File: config.mk
export PLATFORM = sky130hd
export DESIGN_NAME = sgpio_ctrl
export DESIGN_NICKNAME = d
export VERILOG_FILES = /design/src/rtl/sgpio_pkg.sv /design/src/rtl/sgpio_regs.sv /design/src/rtl/sgpio_clkgen.sv /design/src/rtl/sgpio_capture.sv /design/src/rtl/sgpio_seq.sv /design/src/rtl/sgpio_ctrl.sv
export SDC_FILE = /design/constraint.sdc
export NUM_CORES = 2
export LEC_CHECK = 0
export CELL_PAD_IN_SITES_DETAIL_PLACEMENT = 0
export CELL_PAD_IN_SITES_GLOBAL_PLACEMENT = 1
export CORE_AREA = 5 5 271 273
export CTS_BUF_LIST = sky130_fd_sc_hd__clkbuf_8
export CTS_CLUSTER_DIAMETER = 80
export CTS_CLUSTER_SIZE = 14
export DETAILED_ROUTE_END_ITERATION = 16
export DIE_AREA = 0 0 276 278
export DONT_BUFFER_PORTS = 1
export HOLD_SLACK_MARGIN = 0.1
export PLACE_DENSITY = 0.95
export SYNTH_ARGS = -nofsm -noshare
export SYNTH_HDL_FRONTEND = slang
export SYNTH_SLANG_ARGS = --single-unit
File: constraint.sdc
create_clock -name clk -period 8.6 [get_ports clk]
set_input_delay 0.86 -clock clk [delete_from_list [all_inputs] [get_ports clk]]
set_output_delay 0.86 -clock clk [all_outputs]
set_load 0.1 [all_outputs]
File: src/rtl/sgpio_pkg.sv
// Shared constants and types for the serial GPIO bitstream controller.
// Assumes: word-addressed register space of 64 entries, 32-bit data.
package sgpio_pkg;

    localparam int ADDR_W  = 6;
    localparam int SRC_W   = 3;

    // register word addresses
    localparam int A_CTRL     = 0;
    localparam int A_DIV      = 1;
    localparam int A_MASK     = 2;
    localparam int A_IN_BASE  = 8;
    localparam int A_CFG_BASE = 32;

    // control word bit positions
    localparam int CTL_WM1_LSB = 0;
    localparam int CTL_AUTO    = 2;
    localparam int CTL_START   = 3;

    // source code that drives a high level; every other code drives low
    localparam logic [SRC_W-1:0] SRC_HIGH = 3'd1;

    typedef enum logic [1:0] {
        ST_IDLE  = 2'd0,
        ST_SHIFT = 2'd1,
        ST_LOAD  = 2'd2
    } seq_state_t;

    function automatic logic src_level(input logic [SRC_W-1:0] code);
        return code == SRC_HIGH;
    endfunction

endpackage

File: src/rtl/sgpio_regs.sv
// Register file: control, divisor, port mask, per-port source codes and
// read mux including the captured input words.
// Assumes: MAXB is a power of two, NPORTS <= REG_W, NPORTS <= 32.
module sgpio_regs
    import sgpio_pkg::*;
#(
    parameter int NPORTS  = 32,
    parameter int MAXB    = 4,
    parameter int DIV_W   = 12,
    parameter int REG_W   = 32,
    parameter int RST_DIV = 20,
    localparam int BIT_W  = (MAXB > 1) ? $clog2(MAXB) : 1,
    localparam int CFG_W  = MAXB * SRC_W
) (
    input  logic                             clk,
    input  logic                             rst_n,
    input  logic                             we,
    input  logic [ADDR_W-1:0]                addr,
    input  logic [REG_W-1:0]                 wdata,
    output logic [REG_W-1:0]                 rdata,
    input  logic                             frame_done,
    input  logic [MAXB-1:0][NPORTS-1:0]      in_word,
    output logic [BIT_W-1:0]                 wm1,
    output logic                             auto_rep,
    output logic                             start,
    output logic [DIV_W-1:0]                 div,
    output logic [NPORTS-1:0]                mask,
    output logic [NPORTS-1:0][CFG_W-1:0]     cfg
);

    logic wr_ctrl;
    assign wr_ctrl = we && (addr == ADDR_W'(A_CTRL));

    // control, divisor and mask registers; start is set by software, cleared by frame end
    always_ff @(posedge clk) begin
        if (!rst_n) begin
            wm1      <= '0;
            auto_rep <= 1'b0;
            start    <= 1'b0;
            div      <= DIV_W'(RST_DIV);
            mask     <= '0;
        end else begin
            if (frame_done)
                start <= 1'b0;
            if (wr_ctrl) begin
                wm1      <= wdata[CTL_WM1_LSB +: BIT_W];
                auto_rep <= wdata[CTL_AUTO];
                if (wdata[CTL_START])
                    start <= 1'b1;
            end
            if (we && addr == ADDR_W'(A_DIV))
                div <= wdata[DIV_W-1:0];
            if (we && addr == ADDR_W'(A_MASK))
                mask <= wdata[NPORTS-1:0];
        end
    end

    // per-port source-code words
    always_ff @(posedge clk) begin
        if (!rst_n) begin
            cfg <= '0;
        end else begin
            for (int p = 0; p < NPORTS; p++)
                if (we && addr == ADDR_W'(A_CFG_BASE + p))
                    cfg[p] <= wdata[CFG_W-1:0];
        end
    end

    // combinational read mux
    always_comb begin
        rdata = '0;
        if (addr == ADDR_W'(A_CTRL)) begin
            rdata[CTL_WM1_LSB +: BIT_W] = wm1;
            rdata[CTL_AUTO]             = auto_rep;
            rdata[CTL_START]            = start;
        end
        if (addr == ADDR_W'(A_DIV))
            rdata[DIV_W-1:0] = div;
        if (addr == ADDR_W'(A_MASK))
            rdata[NPORTS-1:0] = mask;
        for (int b = 0; b < MAXB; b++)
            if (addr == ADDR_W'(A_IN_BASE + b))
                rdata[NPORTS-1:0] = in_word[b];
        for (int p = 0; p < NPORTS; p++)
            if (addr == ADDR_W'(A_CFG_BASE + p))
                rdata[CFG_W-1:0] = cfg[p];
    end

    // a finished frame leaves start clear unless software sets it in the same cycle
    a_r8_start_self_clear: assert property (@(posedge clk) disable iff (!rst_n)
        (frame_done && !(wr_ctrl && wdata[CTL_START])) |=> !start);

endmodule

File: src/rtl/sgpio_clkgen.sv
// Serial-period timer: counts system cycles within one serial period and
// derives the serial clock and the period-end pulse.
// Assumes: divisor is latched at each frame start and clamped to >= 2.
module sgpio_clkgen #(
    parameter int DIV_W = 12
) (
    input  logic             clk,
    input  logic             rst_n,
    input  logic             restart,
    input  logic             running,
    input  logic [DIV_W-1:0] div_in,
    output logic             pend,
    output logic             sclk
);

    logic [DIV_W-1:0] div_q;
    logic [DIV_W-1:0] ph_q;
    logic [DIV_W-1:0] div_eff;

    assign div_eff = (div_in < DIV_W'(2)) ? DIV_W'(2) : div_in;
    assign pend    = running && (ph_q == div_q - 1'b1);
    assign sclk    = running && (ph_q >= (div_q >> 1));

    // phase counter, restarted at every frame start
    always_ff @(posedge clk) begin
        if (!rst_n) begin
            div_q <= DIV_W'(2);
            ph_q  <= '0;
        end else if (restart) begin
            div_q <= div_eff;
            ph_q  <= '0;
        end else if (running) begin
            ph_q <= pend ? '0 : ph_q + 1'b1;
        end
    end

    // phase stays inside the latched period, and the period is at least two cycles
    a_r5_phase_bound: assert property (@(posedge clk) disable iff (!rst_n)
        (ph_q < div_q) && (div_q >= DIV_W'(2)));
    // every new period opens with the serial clock low
    a_r5_period_starts_low: assert property (@(posedge clk) disable iff (!rst_n)
        pend |=> !sclk);

endmodule

File: src/rtl/sgpio_capture.sv
// Input capture: a shadow matrix filled during the frame and a committed
// copy per bit index that software reads.
// Assumes: clear and sample never coincide; commit may coincide with clear.
module sgpio_capture #(
    parameter int NPORTS = 32,
    parameter int MAXB   = 4,
    localparam int PORT_W = $clog2(NPORTS),
    localparam int BIT_W  = (MAXB > 1) ? $clog2(MAXB) : 1
) (
    input  logic                        clk,
    input  logic                        rst_n,
    input  logic                        clear,
    input  logic                        sample,
    input  logic [PORT_W-1:0]           port,
    input  logic [BIT_W-1:0]            bidx,
    input  logic                        sdin,
    input  logic                        commit,
    output logic [MAXB-1:0][NPORTS-1:0] in_word
);

    for (genvar b = 0; b < MAXB; b++) begin : g_row
        logic [NPORTS-1:0] shadow_q;
        logic [NPORTS-1:0] word_q;

        // shadow row: zeroed at frame start, one bit written per sampled period
        always_ff @(posedge clk) begin
            if (!rst_n || clear)
                shadow_q <= '0;
            else if (sample && bidx == BIT_W'(b))
                shadow_q[port] <= sdin;
        end

        // committed row, moved over at the end of the load period
        always_ff @(posedge clk) begin
            if (!rst_n)
                word_q <= '0;
            else if (commit)
                word_q <= shadow_q;
        end

        assign in_word[b] = word_q;
    end

endmodule

File: src/rtl/sgpio_seq.sv
// Frame sequencer: walks enabled ports and bits, drives data-out from the
// source codes, and issues the load period.
// Assumes: pend comes from the period timer and is only high while running.
module sgpio_seq
    import sgpio_pkg::*;
#(
    parameter int NPORTS = 32,
    parameter int MAXB   = 4,
    localparam int PORT_W = $clog2(NPORTS),
    localparam int BIT_W  = (MAXB > 1) ? $clog2(MAXB) : 1,
    localparam int CFG_W  = MAXB * SRC_W
) (
    input  logic                         clk,
    input  logic                         rst_n,
    input  logic                         go,
    input  logic                         auto_rep,
    input  logic [NPORTS-1:0]            mask,
    input  logic [BIT_W-1:0]             wm1,
    input  logic [NPORTS-1:0][CFG_W-1:0] cfg,
    input  logic                         pend,
    output logic                         frame_start,
    output logic                         frame_done,
    output logic                         sample,
    output logic                         running,
    output logic [PORT_W-1:0]            cur_port,
    output logic [BIT_W-1:0]             cur_bit,
    output logic                         sdout,
    output logic                         sload
);

    seq_state_t         st;
    logic [NPORTS-1:0]  fmask_q;
    logic [BIT_W-1:0]   fwm1_q;
    logic [PORT_W-1:0]  first_p;
    logic [PORT_W-1:0]  nxt_p;
    logic               has_nxt;
    logic [SRC_W-1:0]   code;

    assign running     = (st != ST_IDLE);
    assign frame_done  = (st == ST_LOAD) && pend;
    assign frame_start = ((st == ST_IDLE) && go) || (frame_done && auto_rep);
    assign sample      = (st == ST_SHIFT) && pend;
    assign sload       = (st == ST_LOAD);
    assign code        = cfg[cur_port][int'(cur_bit) * SRC_W +: SRC_W];
    assign sdout       = (st == ST_SHIFT) && src_level(code);

    // lowest enabled port of the live mask, for the first bit of a frame
    always_comb begin
        first_p = '0;
        for (int i = NPORTS - 1; i >= 0; i--)
            if (mask[i])
                first_p = PORT_W'(i);
    end

    // next enabled port above the current one in the frame snapshot
    always_comb begin
        nxt_p   = '0;
        has_nxt = 1'b0;
        for (int i = NPORTS - 1; i >= 0; i--)
            if (fmask_q[i] && (i > int'(cur_port))) begin
                nxt_p   = PORT_W'(i);
                has_nxt = 1'b1;
            end
    end

    // frame state, snapshot of mask and width, and the port/bit position
    always_ff @(posedge clk) begin
        if (!rst_n) begin
            st       <= ST_IDLE;
            fmask_q  <= '0;
            fwm1_q   <= '0;
            cur_port <= '0;
            cur_bit  <= '0;
        end else if (frame_start) begin
            fmask_q  <= mask;
            fwm1_q   <= wm1;
            cur_port <= first_p;
            cur_bit  <= '0;
            st       <= (mask == '0) ? ST_LOAD : ST_SHIFT;
        end else if (pend) begin
            case (st)
                ST_SHIFT: begin
                    if (cur_bit != fwm1_q) begin
                        cur_bit <= cur_bit + 1'b1;
                    end else if (has_nxt) begin
                        cur_port <= nxt_p;
                        cur_bit  <= '0;
                    end else begin
                        st <= ST_LOAD;
                    end
                end
                default: st <= ST_IDLE;
            endcase
        end
    end

    // only ports from the frame snapshot are ever shifted
    a_r3_port_enabled: assert property (@(posedge clk) disable iff (!rst_n)
        (st == ST_SHIFT) |-> fmask_q[cur_port]);
    // bit index never passes the latched width
    a_r2_bit_in_range: assert property (@(posedge clk) disable iff (!rst_n)
        (st == ST_SHIFT) |-> (cur_bit <= fwm1_q));
    // with auto-repeat, the end of a load period leads straight into a new frame
    a_r9_no_gap: assert property (@(posedge clk) disable iff (!rst_n)
        (frame_done && auto_rep) |=> running);
    // data-out stays low while the load strobe is high
    a_r6_load_quiet: assert property (@(posedge clk) disable iff (!rst_n)
        sload |-> !sdout);

endmodule

File: src/rtl/sgpio_ctrl.sv
// Top of the serial GPIO bitstream controller: register file, period
// timer, frame sequencer and input capture.
// Assumes: serial-side pins are registered or retimed outside this block.
module sgpio_ctrl
    import sgpio_pkg::*;
#(
    parameter int NPORTS  = 32,
    parameter int MAXB    = 4,
    parameter int DIV_W   = 12,
    parameter int REG_W   = 32,
    parameter int RST_DIV = 20,
    localparam int PORT_W = $clog2(NPORTS),
    localparam int BIT_W  = (MAXB > 1) ? $clog2(MAXB) : 1,
    localparam int CFG_W  = MAXB * SRC_W
) (
    input  logic              clk,
    input  logic              rst_n,
    input  logic              reg_we,
    input  logic [ADDR_W-1:0] reg_addr,
    input  logic [REG_W-1:0]  reg_wdata,
    output logic [REG_W-1:0]  reg_rdata,
    output logic              sio_clk,
    output logic              sio_dout,
    input  logic              sio_din,
    output logic              sio_load
);

    logic [BIT_W-1:0]             wm1;
    logic                         auto_rep;
    logic                         start;
    logic [DIV_W-1:0]             div;
    logic [NPORTS-1:0]            mask;
    logic [NPORTS-1:0][CFG_W-1:0] cfg;
    logic [MAXB-1:0][NPORTS-1:0]  in_word;
    logic                         frame_start;
    logic                         frame_done;
    logic                         sample;
    logic                         running;
    logic                         pend;
    logic [PORT_W-1:0]            cur_port;
    logic [BIT_W-1:0]             cur_bit;

    sgpio_regs #(
        .NPORTS(NPORTS), .MAXB(MAXB), .DIV_W(DIV_W), .REG_W(REG_W), .RST_DIV(RST_DIV)
    ) u_regs (
        .clk(clk), .rst_n(rst_n), .we(reg_we), .addr(reg_addr), .wdata(reg_wdata),
        .rdata(reg_rdata), .frame_done(frame_done), .in_word(in_word),
        .wm1(wm1), .auto_rep(auto_rep), .start(start), .div(div), .mask(mask), .cfg(cfg)
    );

    sgpio_clkgen #(.DIV_W(DIV_W)) u_clk (
        .clk(clk), .rst_n(rst_n), .restart(frame_start), .running(running),
        .div_in(div), .pend(pend), .sclk(sio_clk)
    );

    sgpio_seq #(.NPORTS(NPORTS), .MAXB(MAXB)) u_seq (
        .clk(clk), .rst_n(rst_n), .go(start | auto_rep), .auto_rep(auto_rep),
        .mask(mask), .wm1(wm1), .cfg(cfg), .pend(pend),
        .frame_start(frame_start), .frame_done(frame_done), .sample(sample),
        .running(running), .cur_port(cur_port), .cur_bit(cur_bit),
        .sdout(sio_dout), .sload(sio_load)
    );

    sgpio_capture #(.NPORTS(NPORTS), .MAXB(MAXB)) u_cap (
        .clk(clk), .rst_n(rst_n), .clear(frame_start), .sample(sample),
        .port(cur_port), .bidx(cur_bit), .sdin(sio_din), .commit(frame_done),
        .in_word(in_word)
    );

endmodule

# After elaboration in Yosys (flattened, before gate mapping)
# Index checks and enable logic that the tools add are counted.
dict set report op_classes {
  n_addsub 3
  n_mul 1
  order_cmp 35
  n_eq_ne 49
  shift 1
  muxes 159
  n_bitwise 2
  reduce_logical 94
}
# cell n
set ops {}
lappend ops {{$mux W12} 36}
lappend ops {{$mux W5} 68}
lappend ops {{$eq A6 B6 Y1 const B} 32}
lappend ops {{$mux W32} 5}
lappend ops {{$bwmux W32} 4}
lappend ops {{$gt A5 B5 Y1 const A} 16}
lappend ops {{$logic_and A1 B1 Y1} 78}
lappend ops {{$bmux W12 S5} 1}
lappend ops {{$gt A4 B5 Y1 const A} 8}
lappend ops {{$mux W1} 35}
lappend ops {{$logic_not A32 Y1} 1}
lappend ops {{$shiftx A12 B32 Y3} 1}
lappend ops {{$eq A6 B4 Y1 const B} 4}
lappend ops {{$gt A3 B5 Y1 const A} 4}
lappend ops {{$mux W2} 8}
lappend ops {{$add A12 B1 Y12 const B} 1}
lappend ops {{$eq A12 B12 Y1} 1}
lappend ops {{$ge A12 B11 Y1} 1}
lappend ops {{$lt A12 B2 Y1 const B} 1}
lappend ops {{$sub A12 B1 Y12 const B} 1}
lappend ops {{$gt A2 B5 Y1 const A} 2}
lappend ops {{$reduce_bool A2 Y1} 5}
lappend ops {{$eq A2 B2 Y1 const B} 3}
lappend ops {{$eq A6 B1 Y1 const B} 1}
lappend ops {{22 further kinds} 27}
dict set report word_totals {
  regBits 755
  input_bits 42
  wordCells 396
}

# Depth between registers and ports, before layout
dict set report logic_depth {
  depth_word 40
  mapped_depth 13
  ltp_nobuf 10
}

# Modules after synthesis
# Synthesis repeated with hierarchy kept, for this count alone.
dict set report hier_totals {
  cells_unflattened 4890
  hier_area_um2 39624.3
}
# mod instances cells_per_inst area_per_inst_um2 seq_area_each_um2
set modules_own_cells {}
lappend modules_own_cells {sgpio_regs 1 2893 22048.6 8648.3}
lappend modules_own_cells {sgpio_capture 1 1035 10523.8 5124.9}
lappend modules_own_cells {sgpio_seq 1 764 5335.1 840.8}
lappend modules_own_cells {sgpio_clkgen 1 197 1710.4 480.5}
lappend modules_own_cells {sgpio_ctrl 1 1 6.3 0.0}

# Least setup slack after synthesis
# Ideal clock, no wire load.
dict set report synth_timing {
  kind {input to output}
  from {input port reg_addr[0]}
  to {output port reg_rdata[5]}
  arrival_time_ns 5.223
  t_required_ns 7.740
  setup_slack_ns 2.517
  path_stages 8
  path_cell_list {buf_1 -> clkbuf_1 -> clkbuf_1 -> buf_1 -> clkbuf_1 -> buf_1 -> o221ai_1 -> o31ai_1}
}
dict set report synth_between {
  elab_chain_cells 39
  elab_cells_between_ends 76
  cone_classes {38 x eq/ne; 38 x mux}
}
# element line_no
set synth_lines {}
lappend synth_lines {{from (decl)} sgpio_ctrl.sv:19} ;# input logic [ADDR_W-1:0] reg_addr,
lappend synth_lines {{$eq A6 B1 Y1} sgpio_regs.sv:77} ;# if (addr == ADDR_W'(A_DIV))
lappend synth_lines {{$mux W12} sgpio_regs.sv:77}
lappend synth_lines {{$mux W32} sgpio_regs.sv:79} ;# if (addr == ADDR_W'(A_MASK))
lappend synth_lines {{$mux W32 (4 in series)} sgpio_regs.sv:82} ;# if (addr == ADDR_W'(A_IN_BASE + b))
lappend synth_lines {{$mux W12 (31 in series)} sgpio_regs.sv:85} ;# if (addr == ADDR_W'(A_CFG_BASE + p))
lappend synth_lines {{$mux W12 (*)} sgpio_regs.sv:85}
lappend synth_lines {{to (decl)} sgpio_ctrl.sv:21} ;# output logic [REG_W-1:0] reg_rdata,
# Every way passes the cells marked *; elsewhere a longest branch is shown, timed or not.

# Worst setup path in the final report
dict set report layout_timing {
  from {input port reg_addr[1]}
  to {output port reg_rdata[4]}
}
# Same word-level chain as after synthesis.

==> results.cfg <==
[final_layout]
final_cells = 5670
postLayoutCellArea_mm2 = 0.0382
layout-drive-gt1-share = 0.0644
nets = 4771
syn_to_final_growth_pct = 2.70

[grt]
grt_remaining_overflow = 0
grt_max_degree = 196
grt_pass1_vias = 33800
grt_first_pass_wirelength_um = 210000
antenna_found_initial = 4
grt_usage = 0.343

[timing]
grt_setup_unrepaired = false
finalMaxSlewViolations = 0
min_period_ns = 6.01
setup_viol = 0
finalHoldViolations = 0
worst_pin_slew_ns = 1.31
fmax_ghz = 0.166
slew_headroom = 0.122
finalClockSkew_ns = 0.0368
fin_crit_sh = 0.699
fin_tns_setup_ns = 0

[floorplanning]
die-area_mm2 = 0.0767
fp-row-count = 98
die_y_um = 278
ioPinCount = 77
die_x_um = 276
start_util = 0.525
core-area_mm2 = 0.0709

[clock_network]
cts_tree = done
clock_path_buffers = 3
clk_latency_ns = 0.76
holdBufCountCts = 0
cts_setup_buffers = 0
numCtsBuffers = 60
root_buffer = clkbuf_8
path_clk_slew_ns = 0.09
cts_max_level = 2
cts.sinks = 754
cts_resized = 0

[setup_path]
crit_chain = and2_1 -> nand2_1 -> o21ai_0 -> o22ai_1 -> a2111oi_0 -> o211ai_1 -> a21oi_1 -> a31oi_2
critPathLaunch = reg_addr[1]
cp.depth = 8
endpoint_kind = primary output
path_buf_inv = 0
crit_required_ns = 7.74
critPathKind = in -> out
crit_family = compound AO/OA/AOI/OAI gates
startpoint_type = input port
cp_slowest_stage_delay_ns = 0.80
reg2reg_from = u_clk.div_q[0]
arrival_ns = 5.15
rr_worst_depth = 11
cp_max_fo = 195
critical_path.slowest_cell = a2111oi_0

[logic_synthesis]
yosys_warnings = 0
seq_area_frac_synth = 0.406
synth.most_common_cell = nand2_1
synth_seq_cells = 754
synth_cell_types = 90
ys.flop_type = dfxtp_1
netlist_instances = 5037
syn_nets = 5096
synth_top_area_share = 0.406
synth_common_cells = nand2_1, a21oi_1, dfxtp_1, clkbuf_1, nor2_1
synth_edf_count = 0
mappedNetlistArea_mm2 = 0.0372
syn_avg_cell_area_um2 = 7.39
synth_area_leaders = dfxtp_1, nand2_1, a21oi_1
async_flop_share = 0
yosysTopAreaCell = dfxtp_1

[worst_hold_path]
min_path_type = in -> reg
min_path_cells = 1
min_from = rst_n

[job]
maxCapViolCount = 0

[route]
vias = 36800
routedWlPerCell_um = 24.7
ant_nets = 0
drtPass1Iterations = 8
wl_um = 140000
drtIter0Drc = 5456
post-route-drc-count = 0
vias_per_cell = 6.48

[pwr]
p_per_area_mw_per_mm2 = 149
power.leakage_nw = 11.9
vdd_drop_max_mv = 0.127

[place]
gp_congestion = 0.971
placed_cells = 5600
dp_hpwl_um = 88700
placed_area_mm2 = 0.0373
port_buffers = 0

[outcome]
status = completed
## worst paths after layout
check	to	slack, ns
worst max register to register	u_cap.g_row[1].shadow_q[3]	2.97
worst min register to register	u_cap.g_row[0].word_q[28]	0.45
worst max-delay path	reg_rdata[4]	2.59
worst min-delay path	u_regs.div[2]	0.21
## final cells by class
class	count	area [µm²]
multi-input cells	3780	20300
flip-flops and latches	754	15100
inverters	43	169
clock inverters	9	77.6
clock buffers	60	826
fillers	7029	32700
well taps	950	1190
diodes	1	2.50
repair buffers	73	581
## sequential cells by signal, indices dropped and copies added, names as in the netlist, 2 cells and up
register / flops
u_seq.st: 2
u_regs.cfg: 384
u_cap.g_row.word_q: 128
u_regs.div: 12
u_seq.fmask_q: 31
u_seq.fwm1_q: 2
u_cap.g_row.shadow_q: 128
u_regs.wm1: 2
u_clk.ph_q: 12
u_seq.cur_port: 5
u_seq.cur_bit: 2
u_regs.mask: 32
u_clk.div_q: 12
## stage by stage
step | power (mW) | util | hold WS (ns) | setup WS, ns
floorplan | 3.89 | - | 0.427 | 2.52
global placement | 3.92 | 0.526 | 0.434 | 3.00
finish | 5.70 | 0.539 | 0.209 | 2.59
detailed placement | 3.92 | 0.526 | 0.441 | 2.89
global route | 5.86 | 0.539 | 0.194 | 2.59
CTS | 5.71 | 0.539 | 0.169 | 2.89
## routing by layer
layer	vias to the layer above	global-route usage	wire length, µm
met3	504	0.0783	15800
met5	-	0	34
met2	2226	0.527	60700
met1	17200	0.449	53700
li1	16800	-	-
met4	6	0.192	9500
## power breakdown
group	total [mW]	leakage [nW]	internal, mW	switching (mW)
sequential	3.51	6.07	3.50	0.0115
clock	1.84	0.482	0.637	1.21
combinational	0.348	5.35	0.0872	0.261
## worst register-to-register path: stages, from the launching register on
cell	delay, ns
dfxtp_1	0.37
inv_1	0.10
ha_1	0.28
or4b_1	0.52
nor3_1	0.26
xnor2_1	0.17
a2111oi_4	0.43
nand4_4	0.79
a21o_2	0.87
nand2_4	0.67
buf_4	0.90
a21oi_1	0.12
## logic make-up after synthesis
| family | after synthesis | synth area share |
|---|---|---|
| AOI/OAI and AO/OA | 1509 | 0.231 |
| xor gates and xnor gates | 26 | 0.00612 |
| adders and majority gates | 17 | 0.00572 |
| buffers and inverters | 503 | 0.0563 |
| DFF | 754 | 0.406 |
| muxes | 153 | 0.0609 |
| and+or+nand+nor | 2075 | 0.234 |
## cell usage in the layout, fill, tap and decap left out, drive strengths merged, types with 28 or more instances in the layout
master and n:
nand3 193, a31oi 33, nor2 274, clkbuf 60, mux2i 60, buf 73
o21ai 256, mux2 38, dfxtp 754, o22ai 35, mux4 55, a21oi 916
inv 47, o221ai 28, nand2 1373, nor3 72
Power figures use the tool's default switching activity.
